### src/rtl/fpn_pkg.sv
package fpn_pkg;
  // Classification of a normalized result before packing.
  typedef enum logic [1:0] {
    CLS_NORMAL = 2'd0,
    CLS_ZERO   = 2'd1,
    CLS_OVER   = 2'd2,
    CLS_UNDER  = 2'd3
  } res_cls_e;
endpackage

### src/rtl/fpn_lead_one.sv
module fpn_lead_one #(
  parameter int W  = 48,
  parameter int CW = $clog2(W)
) (
  input  logic [W-1:0]  vec,
  output logic [CW-1:0] lead_pos,
  output logic          lead_none
);
  // Priority encoder: the highest set bit wins because it is visited last.
  always_comb begin
    lead_pos  = '0;
    lead_none = 1'b1;
    for (int i = 0; i < W; i++) begin
      if (vec[i]) begin
        lead_pos  = CW'(i);
        lead_none = 1'b0;
      end
    end
  end
endmodule

### src/rtl/fpn_shift_left.sv
module fpn_shift_left #(
  parameter int W  = 48,
  parameter int SW = $clog2(W)
) (
  input  logic [W-1:0]  din,
  input  logic [SW-1:0] amt,
  output logic [W-1:0]  dout
);
  // One stage per bit of the shift amount; stage s shifts by 2**s.
  logic [SW:0][W-1:0] stage;
  assign stage[0] = din;

  for (genvar s = 0; s < SW; s++) begin : g_stage
    assign stage[s+1] = amt[s] ? (stage[s] << (1 << s)) : stage[s];
  end

  assign dout = stage[SW];
endmodule

### src/rtl/fpn_exp_adjust.sv
module fpn_exp_adjust
  import fpn_pkg::*;
#(
  parameter int EXPIN_W = 10,
  parameter int EXP_W   = 8,
  parameter int CW      = 6
) (
  input  logic signed [EXPIN_W-1:0] exp_in,
  input  logic [CW-1:0]             lead_zeros,
  input  logic                      mant_zero,
  output res_cls_e                  cls,
  output logic [EXP_W-1:0]          exp_field
);
  localparam int SUM_W = EXPIN_W + CW + 2;
  localparam int MAXB  = (1 << EXP_W) - 2;

  // Adjusted exponent: the raw exponent assumes the leading one at bit W-2,
  // so a leading one at W-1 adds one and each leading zero removes one.
  function automatic logic [SUM_W-1:0] adj_exp(input logic [EXPIN_W-1:0] e,
                                               input logic [CW-1:0] lz);
    logic [SUM_W-1:0] ext;
    ext = {{(SUM_W-EXPIN_W){e[EXPIN_W-1]}}, e};
    return ext + SUM_W'(1) - {{(SUM_W-CW){1'b0}}, lz};
  endfunction

  logic [SUM_W-1:0] e_sum;
  logic             e_low, e_high;

  assign e_sum  = adj_exp(exp_in, lead_zeros);
  assign e_low  = e_sum[SUM_W-1] || (e_sum == '0);
  assign e_high = !e_sum[SUM_W-1] && (e_sum > SUM_W'(MAXB));

  always_comb begin
    if (mant_zero)   cls = CLS_ZERO;
    else if (e_high) cls = CLS_OVER;
    else if (e_low)  cls = CLS_UNDER;
    else             cls = CLS_NORMAL;
  end

  assign exp_field = e_sum[EXP_W-1:0];
endmodule

### src/rtl/fp_norm_trunc.sv
module fp_norm_trunc
  import fpn_pkg::*;
#(
  parameter int MANT_W  = 48,
  parameter int FRAC_W  = 23,
  parameter int EXP_W   = 8,
  parameter int EXPIN_W = 10
) (
  input  logic                        clk,
  input  logic                        rst_n,
  input  logic                        in_valid,
  input  logic                        in_sign,
  input  logic signed [EXPIN_W-1:0]   in_exp,
  input  logic [MANT_W-1:0]           in_mant,
  output logic                        out_valid,
  output logic [EXP_W+FRAC_W:0]       out_word,
  output logic                        out_ovf,
  output logic                        out_unf
);
  localparam int CW    = $clog2(MANT_W);
  localparam int KEEP  = FRAC_W + 1;
  localparam int OUT_W = 1 + EXP_W + FRAC_W;
  localparam int MAXB  = (1 << EXP_W) - 2;

  // Named internal events for the assertions.
  logic [CW-1:0]     lead_pos;
  logic              lead_none;
  logic [CW-1:0]     lead_zeros;
  logic [MANT_W-1:0] mant_norm;
  logic [KEEP-1:0]   mant_kept;
  logic [FRAC_W-1:0] frac_field;
  logic [EXP_W-1:0]  exp_field;
  res_cls_e          cls;
  logic [OUT_W-1:0]  word_next;

  fpn_lead_one #(.W(MANT_W), .CW(CW)) u_lod (
    .vec       (in_mant),
    .lead_pos  (lead_pos),
    .lead_none (lead_none)
  );

  assign lead_zeros = CW'(MANT_W - 1) - lead_pos;

  fpn_shift_left #(.W(MANT_W), .SW(CW)) u_shift (
    .din  (in_mant),
    .amt  (lead_zeros),
    .dout (mant_norm)
  );

  // Truncation: only the top KEEP bits survive; the hidden bit is dropped.
  assign mant_kept  = mant_norm[MANT_W-1 -: KEEP];
  assign frac_field = mant_kept[FRAC_W-1:0];

  fpn_exp_adjust #(.EXPIN_W(EXPIN_W), .EXP_W(EXP_W), .CW(CW)) u_exp (
    .exp_in     (in_exp),
    .lead_zeros (lead_zeros),
    .mant_zero  (lead_none),
    .cls        (cls),
    .exp_field  (exp_field)
  );

  function automatic logic [OUT_W-1:0] pack(input logic s, input res_cls_e c,
                                            input logic [EXP_W-1:0] e,
                                            input logic [FRAC_W-1:0] f);
    case (c)
      CLS_NORMAL: return {s, e, f};
      CLS_OVER:   return {s, EXP_W'(MAXB), {FRAC_W{1'b1}}};
      default:    return {s, {(OUT_W-1){1'b0}}};
    endcase
  endfunction

  assign word_next = pack(in_sign, cls, exp_field, frac_field);

  always_ff @(posedge clk or negedge rst_n) begin
    if (!rst_n) begin
      out_valid <= 1'b0;
      out_word  <= '0;
      out_ovf   <= 1'b0;
      out_unf   <= 1'b0;
    end else begin
      out_valid <= in_valid;
      if (in_valid) begin
        out_word <= word_next;
        out_ovf  <= (cls == CLS_OVER);
        out_unf  <= (cls == CLS_UNDER);
      end
    end
  end

  // ---------------- assertions ----------------
  assert_valid_follows_R1: assert property (@(posedge clk) disable iff (!rst_n)
    in_valid |=> out_valid);
  assert_valid_drops_R1: assert property (@(posedge clk) disable iff (!rst_n)
    !in_valid |=> !out_valid);
  assert_leading_one_top_R2: assert property (@(posedge clk) disable iff (!rst_n)
    (in_valid && !lead_none) |-> mant_norm[MANT_W-1]);
  assert_sign_passes_R5: assert property (@(posedge clk) disable iff (!rst_n)
    in_valid |=> (out_word[OUT_W-1] == $past(in_sign)));
  assert_flags_exclusive_R6: assert property (@(posedge clk) disable iff (!rst_n)
    !(out_ovf && out_unf));
  assert_no_all_ones_exp_R6: assert property (@(posedge clk) disable iff (!rst_n)
    out_valid |-> (out_word[OUT_W-2 -: EXP_W] != {EXP_W{1'b1}}));
  assert_underflow_zero_R7: assert property (@(posedge clk) disable iff (!rst_n)
    out_unf |-> (out_word[OUT_W-2:0] == '0));
  assert_zero_no_flag_R8: assert property (@(posedge clk) disable iff (!rst_n)
    (in_valid && lead_none) |=> (!out_ovf && !out_unf));
  assert_hold_idle_R9: assert property (@(posedge clk) disable iff (!rst_n)
    !in_valid |=> ($stable(out_word) && $stable(out_ovf) && $stable(out_unf)));
endmodule

### config.mk
export PLATFORM = sky130hd
export DESIGN_NAME = fp_norm_trunc
export DESIGN_NICKNAME = d
export VERILOG_FILES = /design/src/rtl/fpn_pkg.sv /design/src/rtl/fpn_lead_one.sv /design/src/rtl/fpn_shift_left.sv /design/src/rtl/fpn_exp_adjust.sv /design/src/rtl/fp_norm_trunc.sv
export SDC_FILE = /design/constraint.sdc
export NUM_CORES = 1
export LEC_CHECK = 0
export BUFFER_PORTS_ARGS = -buffer_cell sky130_fd_sc_hd__buf_2
export CAP_MARGIN = 10
export CORE_ASPECT_RATIO = 0.6
export CORE_UTILIZATION = 59
export CTS_CLUSTER_DIAMETER = 50
export CTS_CLUSTER_SIZE = 12
export DETAILED_ROUTE_END_ITERATION = 10
export HOLD_SLACK_MARGIN = 0.03
export PLACE_DENSITY = 0.81
export RECOVER_POWER = 25
export SETUP_SLACK_MARGIN = 0.02
export SYNTH_ARGS = -nofsm -noshare
export SYNTH_HDL_FRONTEND = slang
export SYNTH_SLANG_ARGS = --single-unit
### constraint.sdc
create_clock -name clk -period 1.3 [get_ports clk]
set_clock_uncertainty 0.05 [all_clocks]
set_input_delay 0.26 -clock clk [delete_from_list [all_inputs] [get_ports clk]]
set_output_delay 0.26 -clock clk [all_outputs]
set_load 0.03 [all_outputs]
==> results.md, run 1 <==
* Outcome: did not finish
* Failed at: 5_1_grt
* Log Error: [ERROR GRT-0232] Routing congestion too high. Check the congestion heatmap in the GUI.
* GPL Wtd Cong at 1.13
* Register bit total from synthesis at 35
* Post-DP HPWL at 22.6 mm
* Syn_nets at 921
* Avg Inst Size Synth at 7.18 sq um
* Post-synth ARST share at 1.00
* Global-route usage over all layers at 0.845
* Number of synthesized flops with an enable pin at 0
* DIE HEIGHT at 80.8 microns
* Htree depth at 2
* Die Wd at 133 microns
* Mapped Area at 0.00611 sq mm
* Mapped Cells at 851
* Initial Util at 0.614
* CTS Buf Count at 5
* Sequential area share after synthesis at 0.143
* Root Buffer: clkbuf_16
* Worst EP Category: sequential cell input
* Grt ovf at 65
* Largest net degree at the start of global routing at 49
* IO Port Bufs at 96
* Worst_ep grt: out_word[7]$_DFFE_PN0P_/D
* Yosys warning total at 0
* Core Rows at 28
* Max clock buf depth at 2
* Primary FF master, synth: dfrtp_1
* Post-synthesis cell type count at 80
* Clk sinks at 35
* IO Count at 97
==> cell usage after synthesis, drive strengths merged (18+ instances only) <==
cell type  number  area share
a211oi         44       0.054
a21oi          42       0.034
nor2           64       0.039
clkbuf         56       0.035
mux2i          36       0.059
nand3          51       0.042
dfrtp          35        0.14
mux2           24       0.044
nor3           20       0.016
o211ai         22       0.027
inv            28       0.017
o21ai          71       0.058
nor4           19       0.019
buf            18       0.016
nand2          58       0.037
==> layer usage <==
| metal | overflow | track usage |
|---|---|---|
| met4 | 31 | 0.848 |
| met1 | 3 | 0.847 |
| met2 | 27 | 0.967 |
| met3 | 3 | 0.728 |
| met5 | 1 | 0.597 |
==> through the flow <==
stage               setup slack, ns  setup TNS (ns)  instance area [sq um]  hold slack (ns)  instances
floorplan                     -3.42         -108.39                   6310          -0.0856        851
CTS                           -2.98          -95.27                   8890            0.168       1276
detailed placement            -3.36         -107.30                   8470            0.276       1259
global placement              -3.16         -102.04                   8470            0.253       1259
==> timing repair <==
action,in CTS
resized for setup,47
pin swaps,17
hold buffers,1
gates cloned,1
setup buffers,7
endpoints found under the setup margin,33
endpoints found under the hold margin,35
==> kinds of logic after synthesis <==
family                     synth area share
AOI/OAI and AO/OA                     0.396
xor gates and xnor gates             0.0158
adders and majority gates            0.0176
buffers and inverters                0.0698
DFF                                   0.143
muxes                                 0.118
and+or+nand+nor                       0.239
==> inputs of run 2 (changes only) <==
--- a/config.mk
+++ b/config.mk
@@ -7,15 +7,10 @@
 export LEC_CHECK = 0
 export BUFFER_PORTS_ARGS = -buffer_cell sky130_fd_sc_hd__buf_2
 export CAP_MARGIN = 10
-export CORE_ASPECT_RATIO = 0.6
-export CORE_UTILIZATION = 59
-export CTS_CLUSTER_DIAMETER = 50
-export CTS_CLUSTER_SIZE = 12
+export CORE_UTILIZATION = 40
 export DETAILED_ROUTE_END_ITERATION = 10
-export HOLD_SLACK_MARGIN = 0.03
-export PLACE_DENSITY = 0.81
+export PLACE_DENSITY_LB_ADDON = 0.15
 export RECOVER_POWER = 25
-export SETUP_SLACK_MARGIN = 0.02
 export SYNTH_ARGS = -nofsm -noshare
 export SYNTH_HDL_FRONTEND = slang
 export SYNTH_SLANG_ARGS = --single-unit
==> run 2 against run 1 <==
  * The flow now finishes, with violations (design-rule violations, negative setup slack)
  * Synthesized cell count is the same
  * Synthesized area unchanged
==> results.md, run 2 <==
* Outcome: finished with violations
* Violated checks: design-rule violations, negative setup slack
* CP Capture Type: flop
* Primary FF master, synth: dfrtp_1
* Clk slew on worst S/H paths at 0.05 ns
* Cell taking the most area after synthesis: dfrtp_1
* Core area at 0.0147 sq mm
* Min cycle time layout at 4.17 ns
* Die area at 0.0158 sq mm
* Min-delay worst type: in2reg
* Global-route wire length before repair at 42.0 mm
* Ant. Diodes at 0
* Vias/cell at 6.22
* Wirelength, routed at 26.4 mm
* Crit share post-route at 3.21
* Internal power at 3.59 mW
* Main combinational cell family by area after synthesis: compound AO/OA/AOI/OAI gates
* Mux cell area share after synthesis at 0.118 (unchanged)
* Sw Share at 0.409
* Mapped Cells at 851 (unchanged)
* Xor and xnor fraction of the mapped netlist area at 0.0158 (unchanged)
* DRT iter0 DRCs at 935
* Largest Register: out_word
* Req. time, crit path at 1.46 ns
* Largest net degree at the start of global routing at 49
* Most frequent cells in the layout: buf_4 (266), buf_2 (92), nor2_1 (61)
* Die Wd at 126 microns (-5.8%)
* Leading cell type in the layout, fill and taps excluded: buf_4
* Simple-gate share of the synthesized area at 0.239 (unchanged)
* Final Max Tran Viols at 0
* RSZ-0062 raised after global routing: true
* Placed Area at 0.00868 sq mm (+2.5%)
* # nets final at 1228
* IO Port Bufs at 96 (unchanged)
* Yosys warning total at 0 (unchanged)
* WS Path Type: in2reg
* DIE HEIGHT at 126 microns (+55%)
* IO Count at 97 (unchanged)
* Clk sinks at 35 (unchanged)
* Initial Util at 0.416 (-0.198)
* Number of flip-flops in the largest register at 32
* Fin. Hold Viols at 0
* Antenna violations before repair at 0
* Grt ovf at 0
* Core Rows at 44 (+57%)
* Wirelength per Cell at 19.6 microns
* Switching power at 2.49 mW
* Post-synth ARST share at 1.00 (unchanged)
* Top post-synthesis cells by area: dfrtp_1 (14%), mux2i_1 (5.9%), o21ai_0 (5.5%), a211oi_1 (5.4%), mux2_2 (4.4%)
* CTS Buf Count at 5 (unchanged)
* Synth Area in Adders at 0.0176 (unchanged)
* GPL Wtd Cong at 0.956 (-15%)
* Pwr Density at 664 mW/mm^2
* Max_cap viols at 0
* Post-synth top area share at 0.143 (unchanged)
* Mapped Area at 0.00611 sq mm (unchanged)
* Final setup TNS at -92.22 ns
* Critical Path Fanout Max at 5
* Slew headroom at 0.545
* Pleak at 4.18 nW
* Htree depth at 2 (unchanged)
* Max clock buf depth at 2 (unchanged)
* Global-route usage over all layers at 0.330
* Post-synthesis cell type count at 80 (unchanged)
* Register bit total from synthesis at 35 (unchanged)
* Avg Inst Size Synth at 7.18 sq um (unchanged)
* TritonCTS clock tree: done
* Worst-Skew Late Latency at 0.28 ns
* Pwr Total at 6.08 mW
* Clock network power share at 0.192
* Crit path DAT at 4.33 ns
* Combinational power share at 0.589
* ANT nets after route at 0
* Via count at 8341
* Top post-synthesis cells by count: o21ai_0 (67), nor2_1 (64), nand2_1 (56)
* Compound-Gate Fraction of Synth Area at 0.396 (unchanged)
* DR DRC count at 10
* Number of synthesized flops with an enable pin at 0 (unchanged)
* Post-DP HPWL at 20.1 mm (-11%)
* Cell with the most instances after synthesis: o21ai_0
* Layout cells sized above 1 at 0.418
* Worst vdd ir at 0.000515 V
* Startpoint Class: primary input
* Slew at the pin with the worst max-slew slack at 0.677 ns
* Fmax at 0.240 GHz
* Synthesis-to-layout area growth at 50.0%
* Root Buffer: clkbuf_16
* Final setup fails at 33
* Vias in the first global route at 7883
* Power share of the sequential group at 0.219
* DRT Pass-1 Iters at 8
* Final WS setup at -2.87 ns
* Syn_nets at 921 (unchanged)
* Sequential area share after synthesis at 0.143 (unchanged)
* Post-route cell area at 0.00916 sq mm
* Post-layout util at 0.623
-- run 2: cell counts after synthesis --
Identical to the previous run, type by type.
-- run 2: worst max-delay path: stages --
cell and delay (ns):
buf_8 0.10, or3_4 0.40, nor4_2 0.14, and4b_2 0.30, or4b_4 0.15, a211o_1 0.20, nand2_4 0.07, inv_4 0.06
ha_4 0.12, inv_2 0.03, fa_2 0.34, a21o_1 0.21, a21boi_2 0.15, o21bai_1 0.08, xnor2_1 0.15, or4_1 0.52
o31a_1 0.34, buf_6 0.16, nand2b_4 0.09, o21ai_4 0.10, a211oi_2 0.23, a21o_1 0.12
-- run 2: logic make-up (layout without fill, tap and decap cells) --
kind of cell	Yosys count	count (layout)
compound gates	341	342
simple gates	287	288
buf+inv	105	410
mux	64	64
flops	35	35
xor+xnor	11	11
fa+ha+maj	8	8
-- run 2: worst paths after layout --
| check | start | end | slack [ns] | cells past startpoint |
|---|---|---|---|---|
| max in group asynchronous | rst_n | out_word[4] | 0.31 | 3 |
| setup reg to reg | out_word[15] | out_word[15] | 0.31 | 3 |
| min in group asynchronous | rst_n | out_word[30] | 0.55 | 3 |
| hold reg to reg | out_word[24] | out_word[24] | 0.42 | 1 |
| setup / recovery | in_mant[21] | out_word[26] | -2.87 | 22 |
| hold / removal | in_sign | out_word[31] | 0.16 | 2 |
-- run 2: layout make-up --
| class | instances | area [sq um] |
|---|---|---|
| Inverter | 31 | 120 |
| Sequential cell | 35 | 876 |
| Clock buffer | 6 | 139 |
| Clock inverter | 1 | 5.00 |
| Timing Repair Buffer | 372 | 2630 |
| Fill cell | 1353 | 5540 |
| Multi-Input combinational cell | 713 | 5160 |
| Tap cell | 184 | 230 |
-- run 2: power by group through the flow --
stage	registers, mW	logic, mW	clock network (mW)
6_report	1.33	3.58	1.17
2_1_floorplan	1.64	1.53	0
3_5_place_dp	1.34	3.36	0
4_1_cts	1.33	3.46	1.18
5_1_grt	1.35	3.84	1.23
3_3_place_gp	1.34	3.33	0
-- run 2: per-layer routing --
metal	part of all wire	global-route usage
met5	0	0
met2	0.47	0.544
met1	0.42	0.439
met3	0.075	0.0364
met4	0.038	0.128
-- run 2: timing repair --
action,4_1_cts,5_1_grt
gates resized for setup,35,31
pin swaps,9,7
setup endpoints to repair,33,33
buffers inserted,6,4
hold endpoints to repair,35,0
cloned,2,0
hold buffers,1,0
-- run 2: stage by stage --
stage | hold slack, ns | cells | setup slack [ns]
after global placement | 0.180 | 1322 | -3.24
final | 0.163 | 1342 | -2.87
after floorplan | -0.0856 | 851 | -3.42
after CTS | 0.161 | 1338 | -2.82
after detailed placement | 0.182 | 1322 | -3.23
after global routing | 0.157 | 1342 | -3.03
(Power assumes the default switching activity.)
==> inputs of run 3 (changes only) <==
--- a/config.mk
+++ b/config.mk
@@ -7,10 +7,11 @@
 export LEC_CHECK = 0
 export BUFFER_PORTS_ARGS = -buffer_cell sky130_fd_sc_hd__buf_2
 export CAP_MARGIN = 10
-export CORE_UTILIZATION = 40
+export CORE_UTILIZATION = 53
 export DETAILED_ROUTE_END_ITERATION = 10
 export PLACE_DENSITY_LB_ADDON = 0.15
 export RECOVER_POWER = 25
+export SETUP_SLACK_MARGIN = 0.2
 export SYNTH_ARGS = -nofsm -noshare
 export SYNTH_HDL_FRONTEND = slang
 export SYNTH_SLANG_ARGS = --single-unit
==> run 3 against run 2 <==
  * Synthesized cell count is the same
  * The run now fails in 5_1_grt
  * Synthesized area unchanged
==> results.md, run 3 <==
* Die Wd at 109 microns (-13%)
* Failed at: 5_1_grt
* Post-DP HPWL at 21.2 mm (+5.4%)
* Largest net degree at the start of global routing at 49
* Grt ovf at 30
* IO Count at 97 (unchanged)
* Post-synth ARST share at 1.00 (unchanged)
* Outcome: did not finish
* Top post-synthesis cells by area: dfrtp_1 (14%), mux2i_1 (5.9%), o21ai_0 (5.5%), a211oi_1 (5.4%), mux2_2 (4.4%)
* Syn_nets at 921 (unchanged)
* CTS Buf Count at 5 (unchanged)
* Post-synthesis cell type count at 80 (unchanged)
* Global-route usage over all layers at 0.799
* Log Error: [ERROR GRT-0232] Routing congestion too high. Check the congestion heatmap in the GUI.
* Core Rows at 38 (-14%)
* Root Buffer: clkbuf_16
* Htree depth at 2 (unchanged)
* Yosys warning total at 0 (unchanged)
* Mapped Cells at 851 (unchanged)
* Max clock buf depth at 2 (unchanged)
* Worst EP Category: sequential cell input
* Worst_ep grt: out_word[7]$_DFFE_PN0P_/D
* Register bit total from synthesis at 35 (unchanged)
* Cell with the most instances after synthesis: o21ai_0
* Sequential area share after synthesis at 0.143 (unchanged)
* Post-synth top area share at 0.143 (unchanged)
* GPL Wtd Cong at 1.01 (+6.0%)
* IO Port Bufs at 96 (unchanged)
* Clk sinks at 35 (unchanged)
* Cell taking the most area after synthesis: dfrtp_1
* Initial Util at 0.554 (+0.138)
* DIE HEIGHT at 109 microns (-13%)
* Mapped Area at 0.00611 sq mm (unchanged)
* Top post-synthesis cells by count: o21ai_0 (67), nor2_1 (64), nand2_1 (56)
* Avg Inst Size Synth at 7.18 sq um (unchanged)
* Primary FF master, synth: dfrtp_1
* Number of synthesized flops with an enable pin at 0 (unchanged)
[run 3: cell counts after synthesis]
Identical to the previous run, type by type.
[run 3: metrics by stage]
stage / hold WS, ns / instances / cell area (sq um) / setup slack [ns] / utilization
3_5_place_dp: 0.258 / 1279 / 8580 / -3.21 / 0.778
4_1_cts: 0.168 / 1316 / 9350 / -2.87 / 0.848
2_1_floorplan: -0.0856 / 851 / 6320 / -3.42 / -
3_3_place_gp: 0.250 / 1279 / 8580 / -3.04 / 0.778
[run 3: kinds of logic after synthesis]
group | after synthesis | share of synthesized area
flops | 35 | 0.143
compound gates | 341 | 0.396
fa+ha+maj | 8 | 0.0176
buf+inv | 105 | 0.0698
simple gates | 287 | 0.239
mux | 64 | 0.118
xor+xnor | 11 | 0.0158
[run 3: per-layer routing]
| metal | GRT overflow | GRT usage |
|---|---|---|
| met4 | 12 | 0.753 |
| met3 | 2 | 0.704 |
| met2 | 16 | 0.921 |
| met1 | 0 | 0.796 |
| met5 | 0 | 0.558 |
[run 3: timing repair]
action	in CTS
endpoints found under the setup margin	68
gates cloned	1
hold buffers	1
resized for setup	112
endpoints found under the hold margin	35
setup buffers	28
pin swaps	8
